## config.mk

```make
export PLATFORM = sky130hd
export DESIGN_NAME = idx_window_regs
export DESIGN_NICKNAME = d
export VERILOG_FILES = /design/src/rtl/iw_pkg.sv /design/src/rtl/iw_decode.sv /design/src/rtl/iw_index_reg.sv /design/src/rtl/iw_read_path.sv /design/src/rtl/idx_window_regs.sv
export SDC_FILE = /design/constraint.sdc
export NUM_CORES = 1
export LEC_CHECK = 0
export BUFFER_PORTS_ARGS = -buffer_cell sky130_fd_sc_hd__clkbuf_2
export CORE_ASPECT_RATIO = 0.9
export CORE_MARGIN = 5
export CORE_UTILIZATION = 43
export CTS_CLUSTER_SIZE = 8
export DETAILED_ROUTE_END_ITERATION = 12
export PLACE_DENSITY_LB_ADDON = 0.08
export RECOVER_POWER = 100
export SLEW_MARGIN = 5
export SYNTH_ARGS = -nofsm -noshare
export SYNTH_HDL_FRONTEND = slang
export SYNTH_HIERARCHICAL = 1
export SYNTH_SLANG_ARGS = --single-unit
```

## constraint.sdc

```tcl
create_clock -name clk -period 3.9 [get_ports clk]
set_input_delay 0.39 -clock clk [delete_from_list [all_inputs] [get_ports clk]]
set_output_delay 0.39 -clock clk [all_outputs]
set_load 0.005 [all_outputs]
```

## src/rtl/iw_pkg.sv

```systemverilog
package iw_pkg;
  localparam int ADDR_W   = 32;
  localparam int DATA_W   = 32;
  localparam int IDX_W    = 8;
  localparam int PAGE_LSB = 12;
  localparam int PAGE_W   = ADDR_W - PAGE_LSB;
  localparam int OFF_W    = PAGE_LSB;
  localparam int BE_W     = DATA_W / 8;
  localparam int VEC_W    = 8;

  localparam logic [OFF_W-1:0] OFF_INDEX  = OFF_W'('h000);
  localparam logic [OFF_W-1:0] OFF_WINDOW = OFF_W'('h010);
  localparam logic [OFF_W-1:0] OFF_EOI    = OFF_W'('h040);

  typedef enum logic [1:0] {TGT_NONE, TGT_INDEX, TGT_WINDOW, TGT_EOI} tgt_e;

  function automatic logic page_hit(logic [ADDR_W-1:0] addr, logic [PAGE_W-1:0] page);
    return addr[ADDR_W-1:PAGE_LSB] == page;
  endfunction

  function automatic tgt_e decode_offset(logic [OFF_W-1:0] off);
    case (off)
      OFF_INDEX:  return TGT_INDEX;
      OFF_WINDOW: return TGT_WINDOW;
      OFF_EOI:    return TGT_EOI;
      default:    return TGT_NONE;
    endcase
  endfunction

  function automatic logic full_width(logic [BE_W-1:0] be);
    return &be;
  endfunction

  function automatic logic [DATA_W-1:0] read_value(tgt_e tgt, logic full,
                                                   logic [IDX_W-1:0] idx,
                                                   logic [DATA_W-1:0] win);
    if (!full) return '0;
    case (tgt)
      TGT_INDEX:  return {{(DATA_W-IDX_W){1'b0}}, idx};
      TGT_WINDOW: return win;
      default:    return '0;
    endcase
  endfunction
endpackage

```

## src/rtl/iw_decode.sv

```systemverilog
module iw_decode
  import iw_pkg::*;
(
  input  logic              req,
  input  logic [ADDR_W-1:0] addr,
  input  logic [BE_W-1:0]   be,
  input  logic [PAGE_W-1:0] page,
  output tgt_e              tgt,
  output logic              full
);
  always_comb begin
    tgt  = TGT_NONE;
    if (req && page_hit(addr, page)) tgt = decode_offset(addr[OFF_W-1:0]);
    full = full_width(be);
  end
endmodule

```

## src/rtl/iw_index_reg.sv

```systemverilog
module iw_index_reg
  import iw_pkg::*;
(
  input  logic             clk,
  input  logic             rst_n,
  input  logic             wr_en,
  input  logic [IDX_W-1:0] wr_val,
  output logic [IDX_W-1:0] idx
);
  always_ff @(posedge clk or negedge rst_n) begin
    if (!rst_n)     idx <= '0;
    else if (wr_en) idx <= wr_val;
  end
endmodule

```

## src/rtl/iw_read_path.sv

```systemverilog
module iw_read_path
  import iw_pkg::*;
(
  input  logic              clk,
  input  logic              rst_n,
  input  logic              rd_req,
  input  tgt_e              tgt,
  input  logic              full,
  input  logic [IDX_W-1:0]  idx,
  input  logic [DATA_W-1:0] win_data,
  output logic [DATA_W-1:0] rdata,
  output logic              rvalid
);
  always_ff @(posedge clk or negedge rst_n) begin
    if (!rst_n) begin
      rdata  <= '0;
      rvalid <= 1'b0;
    end else begin
      rvalid <= rd_req;
      if (rd_req) rdata <= read_value(tgt, full, idx, win_data);
    end
  end
endmodule

```

## src/rtl/idx_window_regs.sv

```systemverilog
module idx_window_regs
  import iw_pkg::*;
#(
  parameter logic [19:0] RESET_PAGE = 20'hFEC00
) (
  input  logic        clk,
  input  logic        rst_n,
  input  logic        base_load,
  input  logic [19:0] base_value,
  input  logic        bus_req,
  input  logic        bus_we,
  input  logic [31:0] bus_addr,
  input  logic [3:0]  bus_be,
  input  logic [31:0] bus_wdata,
  output logic [31:0] bus_rdata,
  output logic        bus_rvalid,
  output logic        size_err,
  output logic        eoi_pulse,
  output logic [7:0]  eoi_vector,
  output logic [7:0]  reg_index,
  input  logic [31:0] reg_rdata,
  output logic        reg_wr,
  output logic [31:0] reg_wdata
);
  logic [PAGE_W-1:0] page_q;
  tgt_e              tgt;
  logic              full;

  // named internal events, also watched by the checker
  logic ev_idx_wr, ev_win_wr, ev_eoi_wr, ev_bad_size, ev_read;

  always_ff @(posedge clk or negedge rst_n) begin
    if (!rst_n)         page_q <= RESET_PAGE;
    else if (base_load) page_q <= base_value;
  end

  iw_decode u_dec (
    .req  (bus_req),
    .addr (bus_addr),
    .be   (bus_be),
    .page (page_q),
    .tgt  (tgt),
    .full (full)
  );

  always_comb begin
    ev_read     = bus_req && !bus_we;
    ev_idx_wr   = bus_we && full && (tgt == TGT_INDEX);
    ev_win_wr   = bus_we && full && (tgt == TGT_WINDOW);
    ev_eoi_wr   = bus_we && full && (tgt == TGT_EOI);
    ev_bad_size = !full && (tgt != TGT_NONE);
  end

  iw_index_reg u_idx (
    .clk    (clk),
    .rst_n  (rst_n),
    .wr_en  (ev_idx_wr),
    .wr_val (bus_wdata[IDX_W-1:0]),
    .idx    (reg_index)
  );

  assign reg_wr    = ev_win_wr;
  assign reg_wdata = bus_wdata;

  iw_read_path u_rd (
    .clk      (clk),
    .rst_n    (rst_n),
    .rd_req   (ev_read),
    .tgt      (tgt),
    .full     (full),
    .idx      (reg_index),
    .win_data (reg_rdata),
    .rdata    (bus_rdata),
    .rvalid   (bus_rvalid)
  );

  always_ff @(posedge clk or negedge rst_n) begin
    if (!rst_n) begin
      eoi_pulse  <= 1'b0;
      eoi_vector <= '0;
      size_err   <= 1'b0;
    end else begin
      eoi_pulse <= ev_eoi_wr;
      size_err  <= ev_bad_size;
      if (ev_eoi_wr) eoi_vector <= bus_wdata[VEC_W-1:0];
    end
  end
endmodule

```

==> impl_metrics.json, run 1 <==
{
  "tns_ns": 0,
  "violations": "capacitance limit, slew limit",
  "routed_wl_um": 7630,
  "die_area_um2": 9570,
  "fmax_mhz": 312,
  "drive_gt1_share_pct": 46.4,
  "ys_warn_count": 6,
  "numCtsBuffers": 9,
  "grt_usage_pct": 15.7,
  "ant_nets": 0,
  "path_class": "flip-flop to flip-flop",
  "post-place-ws_ns": 0.780,
  "initial_utilization_pct": 43.9,
  "fin_nets": 495,
  "grt_pass1_wl_um": 11600,
  "avgSynthCellArea_um2": 13.8,
  "multi_input_area_um2": 1120,
  "final_area_um2": 4060,
  "hold_class": "input pin to flip-flop",
  "syn_inst": 240,
  "drc": 0,
  "synth_edf_count": 0,
  "syn_area_um2": 3310,
  "num_vias": 2324,
  "vias_per_cell": 4.96,
  "htreeDepth": 3,
  "cts_root_buffer": "clkbuf_8",
  "regArea_um2": 1790,
  "cts_tree": "yes",
  "cts.clk_slew.worst_paths_ns": 0.07,
  "syn_nets": 367,
  "finalHoldViolations": 0,
  "fp.dieH_um": 93.3,
  "worst_slew_pin_slew_ns": 1.73,
  "min_period_over_period_pct": 82.3,
  "port_buffers": 160,
  "grt_pass1_vias": 2358,
  "crit_slowest_cell": "nor4_1",
  "clock_latency_ns": 0.34,
  "final.fill_count": 723,
  "clock_skew_ns": 0.00720,
  "rows": 30,
  "ctsHoldBuffers": 0,
  "ys.flop_type": "dfrtp_1",
  "final_cells": 469,
  "dp.final_hpwl_um": 5700,
  "utilization_pct": 53.8,
  "gr-total-overflow": 0,
  "drv_cap": 1,
  "globalplace.congestion": 0.777,
  "vdd_drop_max_mv": 0.235,
  "syn_to_final_growth_pct": 22.5,
  "dieWidth_um": 103,
  "power.density_nw_per_um2": 417,
  "crit_arrival_ns": 3.48,
  "worst_hold_slack_ns": 0.266,
  "crit_chain": "xnor2_1, nand3_1, or3_1, nor4_1, ha_1, and3_2, a22o_1",
  "cts.sinks": 71,
  "async_flop_share_pct": 100,
  "finalSetupViolations": 0,
  "drt_first_pass_iters": 5,
  "wl_per_cell_um": 16.3,
  "critPathRequiredTime_ns": 4.17,
  "cellLeakagePower_nw": 2.00,
  "placed_cell_area_um2": 3910,
  "grt_max_degree": 72,
  "core_um2": 7540,
  "finalMaxSlewViolations": 72,
  "seq_area_frac_synth_pct": 53.9,
  "drtIter0Drc": 52,
  "power_mw": 1.69,
  "max_stage_delay_ns": 0.70,
  "crit_fanout": 24,
  "rsz0062_at_grt": "no",
  "ioPinCount": 209,
  "fin_crit_ns": 3.21,
  "grt_antenna_before_repair": 0,
  "cts_max_path_buffers": 2,
  "startpoint_type": "flip-flop",
  "yosysUniqueCellTypes": 32,
  "slew_headroom_pct": -15.2,
  "outcome": "finished, violations left",
  "numPlacedInstances": 453,
  "cts_resized": 0,
  "n_antenna_cell": 0,
  "cp-end-kind": "flip-flop",
  "synth_seq_cells": 71,
  "cts_setup_buffers": 0,
  "setup_slack_ns": 0.690
}
==> worst max-delay path, delay by kind of cell, from the launching register on <==
kind	cells	cell delay [ns]
adder cells (fa/ha/maj)	1	0.49
AO/OA/AOI/OAI	1	0.22
XOR/XNOR	1	0.13
flip-flops	1	0.55
AND/OR/NAND/NOR	4	1.75
==> layer usage <==
layer  share of wire [%]  routed length [µm]  up-vias  global-route usage, %
met4                 1.3                 103        0                   5.46
met3                  11                 814       16                   7.31
met2                  47                3550      109                   23.2
li1                    -                   -     1091                      -
met5                   0                   0        -                      0
met1                  41                3160     1108                   20.2
==> sequential cells by signal, summed over array words and instances, names as in the netlist <==
signal       cells
u_rd/rdata      32
page_q          20
eoi_vector       8
u_idx/idx        8
eoi_pulse        1
size_err         1
u_rd/rvalid      1
==> kinds of logic (layout without fill, tap and decap cells) <==
logic type / after synthesis / count (layout) / synth area share, %
AOI/OAI and AO/OA: 40 / 40 / 10.4
xor gates and xnor gates: 21 / 21 / 5.55
adders and majority gates: 2 / 2 / 0.755
buffers and inverters: 47 / 180 / 10.4
DFF: 71 / 71 / 53.9
muxes: 36 / 36 / 13.1
and+or+nand+nor: 23 / 23 / 5.81
==> final timing paths <==
kind | from | endpoint | slack [ns] | depth (start not counted)
max | page_q[10] | u_rd/rdata[24] | 0.69 | 7
min | reg_rdata[19] | u_rd/rdata[19] | 0.27 | 2
max reg2reg | page_q[10] | u_rd/rdata[24] | 0.69 | 7
min reg2reg | u_rd/rdata[2] | u_rd/rdata[2] | 0.49 | 1
max in group asynchronous | rst_n | u_rd/rdata[22] | 2.37 | 1
min in group asynchronous | rst_n | page_q[3] | 0.51 | 1
==> power breakdown <==
group          leakage [nW]  switching [mW]  internal (mW)
registers             0.935          0.0135          0.764
logic                 0.930          0.0619         0.0762
clock network         0.134           0.268          0.509
total                  2.00           0.344           1.35
==> cell usage after synthesis (3+ instances only) <==
master      n  share of area, %
nor4_2      3               1.1
o2bb2ai_1   8               2.1
a22o_1     20               5.3
buf_4      32               7.2
nand4_1     3              0.57
xnor2_1    13               3.4
mux2_4      8               3.6
xor2_1      8               2.1
mux2_2     28               9.5
buf_6       3               1.0
clkbuf_1    4              0.45
dfrtp_1    62                47
a22o_2      4               1.2
dfstp_2     9               7.1
a22oi_1     8               1.8
inv_1       4              0.45
nor2_1      3              0.34
==> layout make-up <==
type	instances	area share (%)
Clock buffer	11	3.48
Clock inverter	5	3.17
Inverter	4	0.370
Multi-Input combinational cell	122	27.7
Sequential cell	71	44.0
Tap cell	96	2.96
Timing Repair Buffer	160	18.3
==> cell usage in the layout (no fill, tap or decap), drive strengths merged, types with 5 or more instances in the layout <==
cell       n
clkbuf   168
dfrtp     62
mux2      36
a22o      24
xnor2     13
dfstp      9
xor2       8
a22oi      8
o2bb2ai    8
nor4       5
Power figures use the tool's default switching activity.
==> run 2: changes to the inputs <==
Settings changed: ABC_AREA set to 1, CORE_UTILIZATION 43 to 44.
Clock period 3.9 ns to 3.1 ns, I/O delays scaled along.
==> impl_metrics.json, run 2 <==
{
  "rows": 31,
  "hold_class": "input pin to flip-flop",
  "grt_pass1_vias": 3101,
  "reg2reg_depth": 15,
  "num_vias": 3284,
  "dp.final_hpwl_um": 7030,
  "synth_top_family_by_area": "simple AND/OR/NAND/NOR gates",
  "syn_area_um2": 3660,
  "synthMuxAreaShare_pct": 0,
  "ys_top_cells_by_area": "dfrtp_1 (42%), nand2_1 (22%), buf_4 (7.6%)",
  "crit_fanout": 32,
  "cts.sinks": 71,
  "drive_gt1_share_pct": 21.4,
  "regArea_um2": 1790,
  "synth_xor_area_share_pct": 0.479,
  "syn_inst": 486,
  "fp.dieH_um": 96.5,
  "cts_tree": "yes",
  "final_common_cell": "nand2_1",
  "min_period_over_period_pct": 80.1,
  "synth_largest_area_cell": "dfrtp_1",
  "yosys.area.top_type_share_pct": 42.4,
  "crit_arrival_ns": 2.71,
  "cts_max_path_buffers": 2,
  "die_area_um2": 10200,
  "finalSetupViolations": 0,
  "synth_edf_count": 0,
  "tns_ns": 0,
  "synth_common_cells": "nand2_1 (214), dfrtp_1 (62), inv_1 (61), buf_4 (37), o21ai_1 (32)",
  "ant_nets": 0,
  "cts_root_buffer": "clkbuf_8",
  "port_buffers": 160,
  "r2r_slack_ns": 0.62,
  "ys_warn_count": 6,
  "drtIter0Drc": 134,
  "cp-end-kind": "flip-flop",
  "reg_top3": "u_rd/rdata (32), page_q (20)",
  "clock_latency_ns": 0.34,
  "core_um2": 8070,
  "drc": 0,
  "gr-total-overflow": 0,
  "clock_skew_ns": 0.00687,
  "outcome": "finished, violations left",
  "final_area_um2": 4320,
  "min_from": "base_value[13]",
  "synthAdderAreaFrac_pct": 0.684,
  "critPathRequiredTime_ns": 3.33,
  "vdd_drop_max_mv": 0.203,
  "crit_slowest_cell": "dfstp_2",
  "async_flop_share_pct": 100,
  "avgSynthCellArea_um2": 7.53,
  "fin_nets": 739,
  "worst_slew_pin_slew_ns": 1.75,
  "crit_chain": "inv_1, nand2_1, nand2_1, nor2_1, nand2_1, nor2_1, nand3_1, nor2_1, inv_1, ha_1, clkbuf_2, nand2_1, nand2_1, nand2_1, nand2_1",
  "placed_cell_area_um2": 4260,
  "numCtsBuffers": 9,
  "finalMaxSlewViolations": 72,
  "yosysUniqueCellTypes": 25,
  "synth-simple-area-share_pct": 26.8,
  "fin_crit_ns": 2.48,
  "synth-compound-area-share_pct": 7.46,
  "rsz0062_at_grt": "no",
  "syn_to_final_growth_pct": 18.1,
  "htreeDepth": 3,
  "final_cell_mix": "nand2_1 (215), clkbuf_2 (108), inv_1 (62), dfrtp_1 (62), clkbuf_1 (57)",
  "power_mw": 1.79,
  "wl_per_cell_um": 12.9,
  "ys.flop_type": "dfrtp_1",
  "finalHoldViolations": 0,
  "path_class": "flip-flop to flip-flop",
  "vias_per_cell": 4.59,
  "drv_cap": 1,
  "cts.clk_slew.worst_paths_ns": 0.07,
  "rr_startpoint": "page_q[19]",
  "ctsHoldBuffers": 0,
  "power.density_nw_per_um2": 415,
  "ioPinCount": 209,
  "cpLargestDelayFamily": "simple AND/OR/NAND/NOR gates",
  "cp.depth": 15,
  "top_register": "u_rd/rdata",
  "grt_pass1_wl_um": 14900,
  "crit_top_cell": "nand2_1",
  "r2r-end": "u_rd/rdata[5]",
  "cts_setup_buffers": 0,
  "grt_max_degree": 72,
  "multi_input_area_um2": 1270,
  "n_antenna_cell": 0,
  "syn_nets": 613,
  "dieWidth_um": 106,
  "startpoint_type": "flip-flop",
  "cts_resized": 0,
  "largest_reg_flops": 32,
  "grt_antenna_before_repair": 0,
  "drt_first_pass_iters": 4,
  "fmax_mhz": 403,
  "cellLeakagePower_nw": 2.41,
  "hold-path-endpoint": "page_q[13]",
  "globalplace.congestion": 0.811,
  "routed_wl_um": 9240,
  "synth.most_common_cell": "nand2_1",
  "initial_utilization_pct": 45.3,
  "slew_headroom_pct": -16.5,
  "holdPathStages": 3,
  "synth_seq_cells": 71,
  "violations": "capacitance limit, slew limit",
  "cp_num_buf_inv": 3,
  "seq_area_frac_synth_pct": 48.9,
  "grt_usage_pct": 18.3,
  "max_stage_delay_ns": 0.54,
  "final.fill_count": 851
}
## run 2: cell types whose count changed after synthesis, moves of 20 or more
cell     before  now
a22o_1       20    0
mux2_2       28    0
inv_1         4   61
o21ai_1       0   32
nand2_1       1  214
o21ai_0       0   20
## run 2: report_power, final
group / internal [mW] / leakage (nW) / switching (mW)
combinational: 0.0811 / 1.39 / 0.105
clock: 0.287 / 0.0801 / 0.342
sequential: 0.958 / 0.939 / 0.0172
## run 2: cell families after synthesis
family,count (synthesis)
compound gates,54
xor+xnor,2
buf+inv,109
fa+ha+maj,2
flops,71
simple gates,248
## run 2: area by class of cell
cell class                      instances  share of cell area, %
Tap cell                               99                   2.87
Inverter                               62                   5.39
Multi-Input combinational cell        306                   29.5
Clock inverter                          4                  0.522
Clock buffer                           12                   3.13
Sequential cell                        71                   41.4
Timing Repair Buffer                  162                   17.2
## run 2: worst reg2reg max path: stages, from the launching register on
cell	delay, ns
dfstp_2	0.54
inv_1	0.04
nand2_1	0.04
nand2_1	0.04
nor2_1	0.16
nand2_1	0.07
nor2_1	0.12
nand3_1	0.10
nor2_1	0.25
inv_1	0.08
ha_1	0.19
clkbuf_2	0.38
nand2_1	0.17
nand2_1	0.06
nand2_1	0.06
nand2_1	0.05
## run 2: worst max-delay path by stage
stage,start,to,slack [ns]
floorplan,page_q[19],u_rd/rdata[2],1.10
global placement,page_q[19],u_rd/rdata[7],0.80
detailed placement,page_q[19],u_rd/rdata[4],0.74
CTS,page_q[19],reg_wr,0.50
global route,page_q[14],eoi_vector[6],0.23
finish,page_q[19],u_rd/rdata[5],0.62
## run 2: metal layers
layer	up-vias	share of wire [%]	wire (µm)	GRT usage (%)
li1	1682	-	-	-
met4	0	1.3	119	4.64
met2	136	45	4110	28.3
met5	-	0	0	0
met1	1449	45	4160	24.5
met3	17	9.2	846	6.91
## run 2: stage by stage
stage	util [%]	cells	hold WS [ns]	setup WS, ns
floorplan	-	486	0.0144	1.10
global placement	52.8	700	0.465	0.804
detailed placement	52.8	700	0.464	0.743
CTS	54.7	716	0.119	0.499
global route	53.5	716	0.161	0.235
finish	53.5	716	0.159	0.617
==> run 3: changes to the inputs <==
Settings changed: ABC_AREA 1 to 0, CORE_UTILIZATION 44 to 39.
Clock period 3.1 ns to 2.2 ns, I/O delays scaled along.
==> impl_metrics.json, run 3 (synthesis results as in run 1) <==
{
  "outcome": "finished, violations left",
  "violations": "capacitance limit, slew limit, setup timing",
  "gr-total-overflow": 0,
  "syn_to_final_growth_pct": 31.9,
  "rr_startpoint": "page_q[10]",
  "htreeDepth": 3,
  "ioPinCount": 209,
  "slew_headroom_pct": -17.5,
  "wl_per_cell_um": 16.7,
  "n_antenna_cell": 0,
  "numCtsBuffers": 9,
  "drc": 0,
  "die_area_um2": 10400,
  "finalMaxSlewViolations": 72,
  "top_register": "u_rd/rdata",
  "finalHoldViolations": 0,
  "reg_top3": "u_rd/rdata (32), page_q (20)",
  "num_vias": 2364,
  "grt_antenna_before_repair": 0,
  "grt_max_degree": 72,
  "worst_hold_slack_ns": 0.0881,
  "clock_skew_ns": 0.0122,
  "globalplace.congestion": 0.718,
  "worst_slew_pin_slew_ns": 1.76,
  "fp.dieH_um": 97.5,
  "crit_fanout": 24,
  "power_frac_seq_pct": 48.5,
  "dieWidth_um": 107,
  "grt_pass1_vias": 2706,
  "port_buffers": 160,
  "grt_pass1_wl_um": 13600,
  "startpoint_type": "flip-flop",
  "cts.sinks": 71,
  "fin_crit_ns": 2.43,
  "vdd_drop_max_mv": 0.318,
  "finalSetupViolations": 49,
  "min_period_over_period_pct": 110,
  "cts_root_buffer": "clkbuf_8",
  "startpoint": "page_q[10]",
  "path_class": "flip-flop to flip-flop",
  "reg2reg_depth": 8,
  "routed_wl_um": 8330,
  "cp-end-kind": "flip-flop",
  "numPlacedInstances": 482,
  "drt_first_pass_iters": 4,
  "rows": 31,
  "drv_cap": 1,
  "internal-power_mw": 2.19,
  "fin_nets": 507,
  "grt_usage_pct": 16.5,
  "drive_gt1_share_pct": 58.7,
  "rsz0062_at_grt": "yes",
  "drtIter0Drc": 48,
  "crit_slowest_cell": "dfstp_2",
  "setup_slack_ns": -0.229,
  "final_cells": 500,
  "ant_nets": 0,
  "final_common_cell": "clkbuf_2",
  "critPathRequiredTime_ns": 2.43,
  "crit_chain": "xnor2_1, nand3_1, or3_4, nor4_4, inv_1, ha_4, and3_4, a22o_2",
  "cts_tree": "yes",
  "final_cell_mix": "clkbuf_2 (118), dfrtp_1 (62), clkbuf_1 (41)",
  "hold_class": "input pin to flip-flop",
  "post-place-ws_ns": -0.258,
  "r2r-end": "u_rd/rdata[27]",
  "clock_latency_ns": 0.34,
  "p_comb_share_pct": 9.1,
  "initial_utilization_pct": 40.5,
  "dp.final_hpwl_um": 6190,
  "p_sw_mw": 0.654,
  "largest_reg_flops": 32,
  "power.density_nw_per_um2": 652,
  "vias_per_cell": 4.73,
  "cts.clk_slew.worst_paths_ns": 0.08,
  "ctsHoldBuffers": 0,
  "cellLeakagePower_nw": 2.11,
  "core_um2": 8180,
  "p_clk_share_pct": 42.4,
  "cts_max_path_buffers": 2,
  "max_stage_delay_ns": 0.54,
  "r2r_slack_ns": -0.23,
  "crit_arrival_ns": 2.66,
  "fmax_mhz": 412,
  "switching_share_pct": 22.9,
  "tns_ns": -8.92,
  "timing.critical_path.to": "u_rd/rdata[27]"
}
## run 3: routing by layer
metal	global-route usage [%]	routed length (µm)	part of all wire, %
met5	0	0	0
met4	6.19	104	1.2
met3	6.45	814	9.8
met2	27.5	4070	49
met1	19.0	3330	40
## run 3: final cells by class
type                       count  area [µm²]
clock buffer                  11         151
clock inverter                 5        80.1
fill                         774        3810
inverter                       4        15.0
multi-input combinational    122        1350
sequential                    71        1790
tap                          115         144
timing repair buffer         172         843
## run 3: what timing repair did
action | in CTS | in global routing
endpoints found under the setup margin | 49 | 50
setup buffers | 2 | 0
hold endpoints to repair | 0 | 0
resized for setup | 25 | 3
pin swaps | 15 | 7
## run 3: power by group through the flow
stage	Sequential [mW]	Combinational (mW)	Clock [mW]
5_1_grt	1.39	0.292	1.29
3_5_place_dp	1.41	0.262	0
3_3_place_gp	1.40	0.260	0
4_1_cts	1.38	0.270	1.24
6_report	1.38	0.260	1.21
2_1_floorplan	1.40	0.155	0
## run 3: critical path, delay by kind of cell, from the launching register on
kind            cells  cell delay, ns
compound gates      1            0.26
xor+xnor            1            0.11
fa+ha+maj           1            0.18
buf+inv             1            0.14
flops               1            0.54
simple gates        4            1.09
## run 3: worst min path at each step
stage / startpoint / end / slack (ns) / cells past startpoint
floorplan: rst_n / eoi_pulse / -0.08 / 0
global placement: rst_n / eoi_vector[1] / 0.42 / 1
detailed placement: rst_n / eoi_vector[1] / 0.41 / 1
CTS: rst_n / u_rd/rdata[4] / 0.03 / 1
global route: reg_rdata[26] / u_rd/rdata[26] / 0.08 / 2
finish: reg_rdata[12] / u_rd/rdata[12] / 0.09 / 2
## run 3: per-stage QoR
stage                     instance area [µm²]  power (mW)  utilization (%)
after detailed placement                 4030        1.67             49.2
after CTS                                4420        2.90             54.0
after global routing                     4370        2.97             53.4
after floorplan                          3330        1.55                -
final                                    4370        2.85             53.4
after global placement                   4030        1.66             49.2
